[config.mk]
export PLATFORM = sky130hd
export DESIGN_NAME = eint_group_ctrl
export DESIGN_NICKNAME = d
export VERILOG_FILES = /design/src/rtl/eint_pkg.sv /design/src/rtl/eint_sync.sv /design/src/rtl/eint_detect.sv /design/src/rtl/eint_regs.sv /design/src/rtl/eint_group.sv /design/src/rtl/eint_group_ctrl.sv
export SDC_FILE = /design/constraint.sdc
export NUM_CORES = 1
export LEC_CHECK = 0
export BUFFER_PORTS_ARGS = -buffer_cell sky130_fd_sc_hd__buf_2
export CAP_MARGIN = 20
export CORE_AREA = 8 8 189 191
export DETAILED_ROUTE_END_ITERATION = 16
export DIE_AREA = 0 0 197 199
export PLACE_DENSITY = 0.56
export REMOVE_ABC_BUFFERS = 1
export SLEW_MARGIN = 20
export SYNTH_ARGS = -nofsm -noshare
export SYNTH_HDL_FRONTEND = slang
export SYNTH_HIERARCHICAL = 1
export SYNTH_SLANG_ARGS = --single-unit
export TNS_END_PERCENT = 50
[constraint.sdc]
create_clock -name clk -period 1.4 [get_ports clk]
set_input_delay 0.14 -clock clk [delete_from_list [all_inputs] [get_ports clk]]
set_output_delay 0.14 -clock clk [all_outputs]
set_load 0.01 [all_outputs]
[src/rtl/eint_pkg.sv]
package eint_pkg;

    localparam int NUM_LINES    = 28;
    localparam int LO_LINES     = 16;
    localparam int DATA_W       = 32;
    localparam int FIELD_W      = 3;
    localparam int FIELD_STRIDE = 4;
    localparam int NUM_GROUPS   = 4;
    localparam int ADDR_W       = 2;

    // Trigger codes; anything else disables detection.
    typedef enum logic [FIELD_W-1:0] {
        TRIG_LOW  = 3'b000,
        TRIG_HIGH = 3'b001,
        TRIG_FALL = 3'b010,
        TRIG_RISE = 3'b100,
        TRIG_BOTH = 3'b110
    } trig_e;

    localparam logic [FIELD_W-1:0] TRIG_OFF = 3'b111;

    localparam logic [ADDR_W-1:0] ADDR_CFG_LO = 2'd0;
    localparam logic [ADDR_W-1:0] ADDR_CFG_HI = 2'd1;
    localparam logic [ADDR_W-1:0] ADDR_MASK   = 2'd2;
    localparam logic [ADDR_W-1:0] ADDR_PEND   = 2'd3;

    // Group 0 holds four lines, every later group eight.
    function automatic int group_first(input int g);
        return (g == 0) ? 0 : 4 + 8 * (g - 1);
    endfunction

    function automatic int group_last(input int g);
        return 3 + 8 * g;
    endfunction

endpackage

[src/rtl/eint_sync.sv]
module eint_sync #(
    parameter int W = 28
) (
    input  logic         clk,
    input  logic         rst_n,
    input  logic [W-1:0] pins,
    output logic [W-1:0] lvl,
    output logic [W-1:0] lvl_prev
);

    typedef struct packed {
        logic [W-1:0] s1;
        logic [W-1:0] s2;
        logic [W-1:0] prev;
    } sync_t;

    sync_t st_d, st_q;

    always_comb begin
        st_d      = st_q;
        st_d.s1   = pins;
        st_d.s2   = st_q.s1;
        st_d.prev = st_q.s2;
    end

    always_ff @(posedge clk or negedge rst_n) begin
        if (!rst_n) st_q <= '0;
        else        st_q <= st_d;
    end

    assign lvl      = st_q.s2;
    assign lvl_prev = st_q.prev;

endmodule

[src/rtl/eint_detect.sv]
module eint_detect
    import eint_pkg::*;
#(
    parameter int N  = 28,
    localparam int NF = N / 2
) (
    input  logic [N-1:0]              lvl,
    input  logic [N-1:0]              lvl_prev,
    input  logic [NF-1:0][FIELD_W-1:0] trig,
    output logic [N-1:0]              det
);

    for (genvar i = 0; i < N; i++) begin : g_line
        always_comb begin
            case (trig_e'(trig[i/2]))
                TRIG_LOW:  det[i] = ~lvl[i];
                TRIG_HIGH: det[i] =  lvl[i];
                TRIG_FALL: det[i] = ~lvl[i] &  lvl_prev[i];
                TRIG_RISE: det[i] =  lvl[i] & ~lvl_prev[i];
                TRIG_BOTH: det[i] =  lvl[i] ^  lvl_prev[i];
                default:   det[i] = 1'b0;
            endcase
        end
    end

endmodule

[src/rtl/eint_regs.sv]
module eint_regs
    import eint_pkg::*;
#(
    parameter int N  = 28,
    parameter int NL = 16,
    localparam int NF    = N / 2,
    localparam int NF_LO = NL / 2
) (
    input  logic                        clk,
    input  logic                        rst_n,
    input  logic                        bus_en,
    input  logic                        bus_we,
    input  logic [ADDR_W-1:0]           bus_addr,
    input  logic [DATA_W-1:0]           bus_wdata,
    output logic [DATA_W-1:0]           bus_rdata,
    input  logic [N-1:0]                det,
    output logic [NF-1:0][FIELD_W-1:0]  trig,
    output logic [N-1:0]                mask,
    output logic [N-1:0]                pend
);

    typedef struct packed {
        logic [NF-1:0][FIELD_W-1:0] trig;
        logic [N-1:0]               mask;
        logic [N-1:0]               pend;
    } regs_t;

    regs_t rg_d, rg_q;
    logic  wr;
    logic  [N-1:0] clr;
    logic  unused_wdata;

    assign unused_wdata = ^bus_wdata;
    assign wr = bus_en & bus_we;

    always_comb begin
        rg_d = rg_q;
        clr  = '0;
        if (wr) begin
            case (bus_addr)
                ADDR_CFG_LO: begin
                    for (int k = 0; k < NF_LO; k++)
                        rg_d.trig[k] = bus_wdata[k*FIELD_STRIDE +: FIELD_W];
                end
                ADDR_CFG_HI: begin
                    for (int k = NF_LO; k < NF; k++)
                        rg_d.trig[k] = bus_wdata[(k-NF_LO)*FIELD_STRIDE +: FIELD_W];
                end
                ADDR_MASK: rg_d.mask = bus_wdata[N-1:0];
                default:   clr = bus_wdata[N-1:0];
            endcase
        end
        // a detection in the same cycle outranks a clear
        rg_d.pend = (rg_q.pend & ~clr) | det;
    end

    always_ff @(posedge clk or negedge rst_n) begin
        if (!rst_n) begin
            rg_q.trig <= {NF{TRIG_OFF}};
            rg_q.mask <= '1;
            rg_q.pend <= '0;
        end else begin
            rg_q <= rg_d;
        end
    end

    always_comb begin
        bus_rdata = '0;
        case (bus_addr)
            ADDR_CFG_LO: begin
                for (int k = 0; k < NF_LO; k++)
                    bus_rdata[k*FIELD_STRIDE +: FIELD_W] = rg_q.trig[k];
            end
            ADDR_CFG_HI: begin
                for (int k = NF_LO; k < NF; k++)
                    bus_rdata[(k-NF_LO)*FIELD_STRIDE +: FIELD_W] = rg_q.trig[k];
            end
            ADDR_MASK: bus_rdata[N-1:0] = rg_q.mask;
            default:   bus_rdata[N-1:0] = rg_q.pend;
        endcase
    end

    assign trig = rg_q.trig;
    assign mask = rg_q.mask;
    assign pend = rg_q.pend;

endmodule

[src/rtl/eint_group.sv]
module eint_group
    import eint_pkg::*;
#(
    parameter int N = 28,
    parameter int G = 4
) (
    input  logic [N-1:0] act,
    output logic [G-1:0] grp
);

    for (genvar g = 0; g < G; g++) begin : g_grp
        localparam int FIRST = group_first(g);
        localparam int LAST  = group_last(g);
        assign grp[g] = |act[LAST:FIRST];
    end

endmodule

[src/rtl/eint_group_ctrl.sv]
module eint_group_ctrl
    import eint_pkg::*;
(
    input  logic                  clk,
    input  logic                  rst_n,
    input  logic [NUM_LINES-1:0]  ext_pins,
    input  logic                  bus_en,
    input  logic                  bus_we,
    input  logic [ADDR_W-1:0]     bus_addr,
    input  logic [DATA_W-1:0]     bus_wdata,
    output logic [DATA_W-1:0]     bus_rdata,
    output logic [NUM_GROUPS-1:0] irq_grp
);

    localparam int NF = NUM_LINES / 2;

    logic [NUM_LINES-1:0]        lvl_vec, prev_vec, det_vec, mask_vec, pend_vec, act_vec;
    logic [NF-1:0][FIELD_W-1:0]  trig_vec;

    eint_sync #(.W(NUM_LINES)) u_sync (
        .clk      (clk),
        .rst_n    (rst_n),
        .pins     (ext_pins),
        .lvl      (lvl_vec),
        .lvl_prev (prev_vec)
    );

    eint_detect #(.N(NUM_LINES)) u_detect (
        .lvl      (lvl_vec),
        .lvl_prev (prev_vec),
        .trig     (trig_vec),
        .det      (det_vec)
    );

    eint_regs #(.N(NUM_LINES), .NL(LO_LINES)) u_regs (
        .clk       (clk),
        .rst_n     (rst_n),
        .bus_en    (bus_en),
        .bus_we    (bus_we),
        .bus_addr  (bus_addr),
        .bus_wdata (bus_wdata),
        .bus_rdata (bus_rdata),
        .det       (det_vec),
        .trig      (trig_vec),
        .mask      (mask_vec),
        .pend      (pend_vec)
    );

    assign act_vec = pend_vec & ~mask_vec;

    eint_group #(.N(NUM_LINES), .G(NUM_GROUPS)) u_group (
        .act (act_vec),
        .grp (irq_grp)
    );

endmodule

==> results.yml <==
clocking:
  cts_tree: "built"
  root_buffer: "clkbuf_16"
  clk_pin_slew_ns: 0.07
  clock-sinks: 182
  ctsHtreeMaxLevel: 4
  cts_made_buffers: 17
  clk_path_buf_depth: 2
  insertion_delay_ns: 0.44
grt:
  grt_overflow: 0
  grt_pass1_vias: 6973
  antenna_found_initial: 0
  grt_usage_pct: 12.3
  grt_pass1_wl_um: 37600
  grt_max_degree: 44
outcome:
  status: "complete, but fails checks"
  violations: "setup timing"
worst_hold_path:
  hold_class: "input port to async pin"
logic_synthesis:
  yosysUniqueCellTypes: 42
  synth-compound-area-share_pct: 8.60
  netlist_instances: 784
  ys_ff_latch: 182
  synth_mux_area_share_pct: 16.0
  synth-xor-area-share_pct: 0.633
  ys.flop_type: "dfrtp_1"
  ys_seq_area_share_pct: 47.9
  synthesis.area_um2: 9690
  synth.avg_cell_area_um2: 12.4
  yosys.area.top_type: "dfrtp_1"
  yosys.area.top_type_share_pct: 28.9
  synth_top_family_by_area: "multiplexers"
  synth-simple-area-share_pct: 11.9
  synthArstFlopShare_pct: 100
  netlist_top_cells_area: "dfrtp_1 (29%), dfstp_2 (19%), ha_1 (7.2%)"
  synth_adder_area_share_pct: 7.23
  yosysWarnings: 6
  synth_edf_count: 0
route:
  routed-via-count: 6648
  drtPass1Iterations: 4
  wl_per_cell_um: 15.8
  antenna_left: 0
  finalWirelength_um: 23900
  drc_errors: 0
  drt_iter0_drc: 274
  routed_via_density: 4.40
floorplan:
  core.rowCount: 67
  initial_core_util_pct: 29.5
  dieArea_um2: 39200
  core_um2: 32900
  die_y_um: 199
  io_pins: 102
  fp.dieW_um: 197
sta:
  finalSetupTns_ns: -8.47
  setup_slack_ns: -0.449
  fmaxAchievable_mhz: 541
  rsz0062_at_grt: "true"
  clock_skew_ns: 0.0100
  hold_viol_final: 0
  setup_viol: 50
  maxSlewViolCount: 0
  fin_crit_ns: 1.85
  min_period_over_period_pct: 132
placement:
  hpwl_um: 17000
  dp_cells: 1378
  portBuffers: 99
  dpl_worst_slack_ns: -0.193
  globalplace.congestion: 0.773
final_layout:
  drive_gt1_share_pct: 48.6
  syn2layout_area_growth_pct: 37.4
  n_fill_cell: 3168
  antenna_cells: 0
  layout.cells.non_filler: 1511
  fin_nets: 1172
  fin_util_pct: 40.5
pwr:
  p_per_area_nw_per_um2: 1290
  p_leak_nw: 6.24
  power_mw: 17.2
  ir_drop_mv: 0.866
critical_path:
  reg2reg_slack_ns: -0.07
  critical_path_required_ns: 1.26
  path_class: "flip-flop to output pin"
  reg2reg_to: "u_regs/pend[16]"
  endpoint: "irq_grp[0]"
  startpoint_type: "flip-flop"
  cp-startpoint: "u_regs/mask[1]"
  crit_path_end_kind: "output pin"
  worstReg2RegStart: "u_regs/trig[25]"
  cp.arrival_ns: 1.71
  reg2regPathDepth: 6
  cp_max_fo: 3
job:
  drv_cap: 0
per-layer routing:
layer	track usage (%)	wire (um)
met2	21.0	11800
met1	15.6	11000
met5	0	0
met4	3.06	157
met3	2.83	916
layout by cell type (no fill, tap or decap), types with 17 or more instances in the layout:
| cell | n |
|---|---|
| dfrtp_1 | 111 |
| buf_4 | 97 |
| inv_1 | 94 |
| buf_2 | 76 |
| dfstp_2 | 70 |
| dlygate4sd3_1 | 60 |
| ha_1 | 51 |
| buf_6 | 49 |
| mux2_4 | 45 |
| nor2_1 | 38 |
| a31oi_1 | 34 |
| nor2b_4 | 31 |
| nor2b_1 | 30 |
| mux2_2 | 30 |
| nand2b_1 | 21 |
| mux4_2 | 18 |
| clkbuf_16 | 17 |
worst min-delay path by stage:
| stage | slack [ns] | to |
|---|---|---|
| final | 0.21 | u_sync/st_d[35] |
| after global routing | 0.23 | u_sync/st_d[35] |
| after CTS | 0.21 | u_sync/st_d[40] |
| after detailed placement | 0.13 | u_sync/st_d[35] |
| after global placement | 0.12 | u_sync/st_d[35] |
| after floorplan | -0.16 | u_regs/pend[0] |
synthesized netlist by cell type (2+ instances only):
| cell type | count |
|---|---|
| nand2b_1 | 22 |
| xor2_1 | 7 |
| a22oi_1 | 16 |
| mux4_2 | 18 |
| nand2_1 | 12 |
| ha_1 | 56 |
| a21o_1 | 3 |
| buf_12 | 2 |
| a21oi_1 | 12 |
| o21a_1 | 6 |
| mux2_2 | 35 |
| nand3_1 | 3 |
| nor4_1 | 6 |
| o22ai_1 | 5 |
| o211ai_1 | 14 |
| and2_1 | 3 |
| clkbuf_1 | 2 |
| o21ai_0 | 8 |
| a211o_1 | 13 |
| inv_1 | 99 |
| nor2_1 | 39 |
| buf_6 | 5 |
| dfrtp_1 | 112 |
| a31oi_1 | 34 |
| mux2i_1 | 15 |
| a211oi_1 | 5 |
| buf_2 | 6 |
| nor2b_4 | 28 |
| buf_4 | 32 |
| o32ai_1 | 4 |
| mux2_4 | 40 |
| nand3b_1 | 7 |
| dfstp_2 | 70 |
| nor2b_1 | 37 |
kinds of logic (layout without fill, tap and decap cells):
kind of cell / after synthesis / after routing
DFF: 182 / 182
muxes: 108 / 108
adders and majority gates: 56 / 56
buffers and inverters: 146 / 425
AOI/OAI and AO/OA: 121 / 121
xor gates and xnor gates: 7 / 7
other: 1 / 1
and+or+nand+nor: 163 / 163
state kept, by name, indices dropped and copies added (netlist names):
| register | flops |
|---|---|
| u_sync/lvl | 28 |
| u_regs/trig | 42 |
| u_sync/st_d | 28 |
| u_sync/lvl_prev | 28 |
| u_regs/mask | 28 |
| u_regs/pend | 28 |
final cells by class:
type	count	area [um2]	share of cell area, %
flip-flops and latches	182	4640	34.9
multi-input cells	456	4640	34.8
repair buffers	294	2490	18.7
well taps	448	561	4.21
clock buffers	19	433	3.25
inverters	99	374	2.81
clock inverters	13	173	1.30
critical path: stages, from the launching register on:
cell and delay [ns]:
dfstp_2 0.57, nor2b_4 0.05, or4_1 0.50, buf_2 0.16
through the flow:
step,hold WS (ns),cell area (um2)
after global routing,0.227,13300
after floorplan,-0.156,9320
after CTS,0.208,13100
after global placement,0.123,11200
after detailed placement,0.127,11200
final,0.214,13300
repair_timing:
action	4_1_cts	5_1_grt
pin swaps	55	18
gates resized for setup	91	36
hold endpoints to repair	168	0
hold buffers	60	0
buffers inserted	32	11
endpoints found under the setup margin	60	63
power breakdown:
| group | leakage, nW | internal, mW | switching [mW] |
|---|---|---|---|
| Clock | 0.286 | 2.84 | 2.17 |
| Combinational | 3.98 | 3.10 | 2.11 |
| Sequential | 1.97 | 6.26 | 0.769 |
Note: power is estimated with default switching activity, not from simulation.
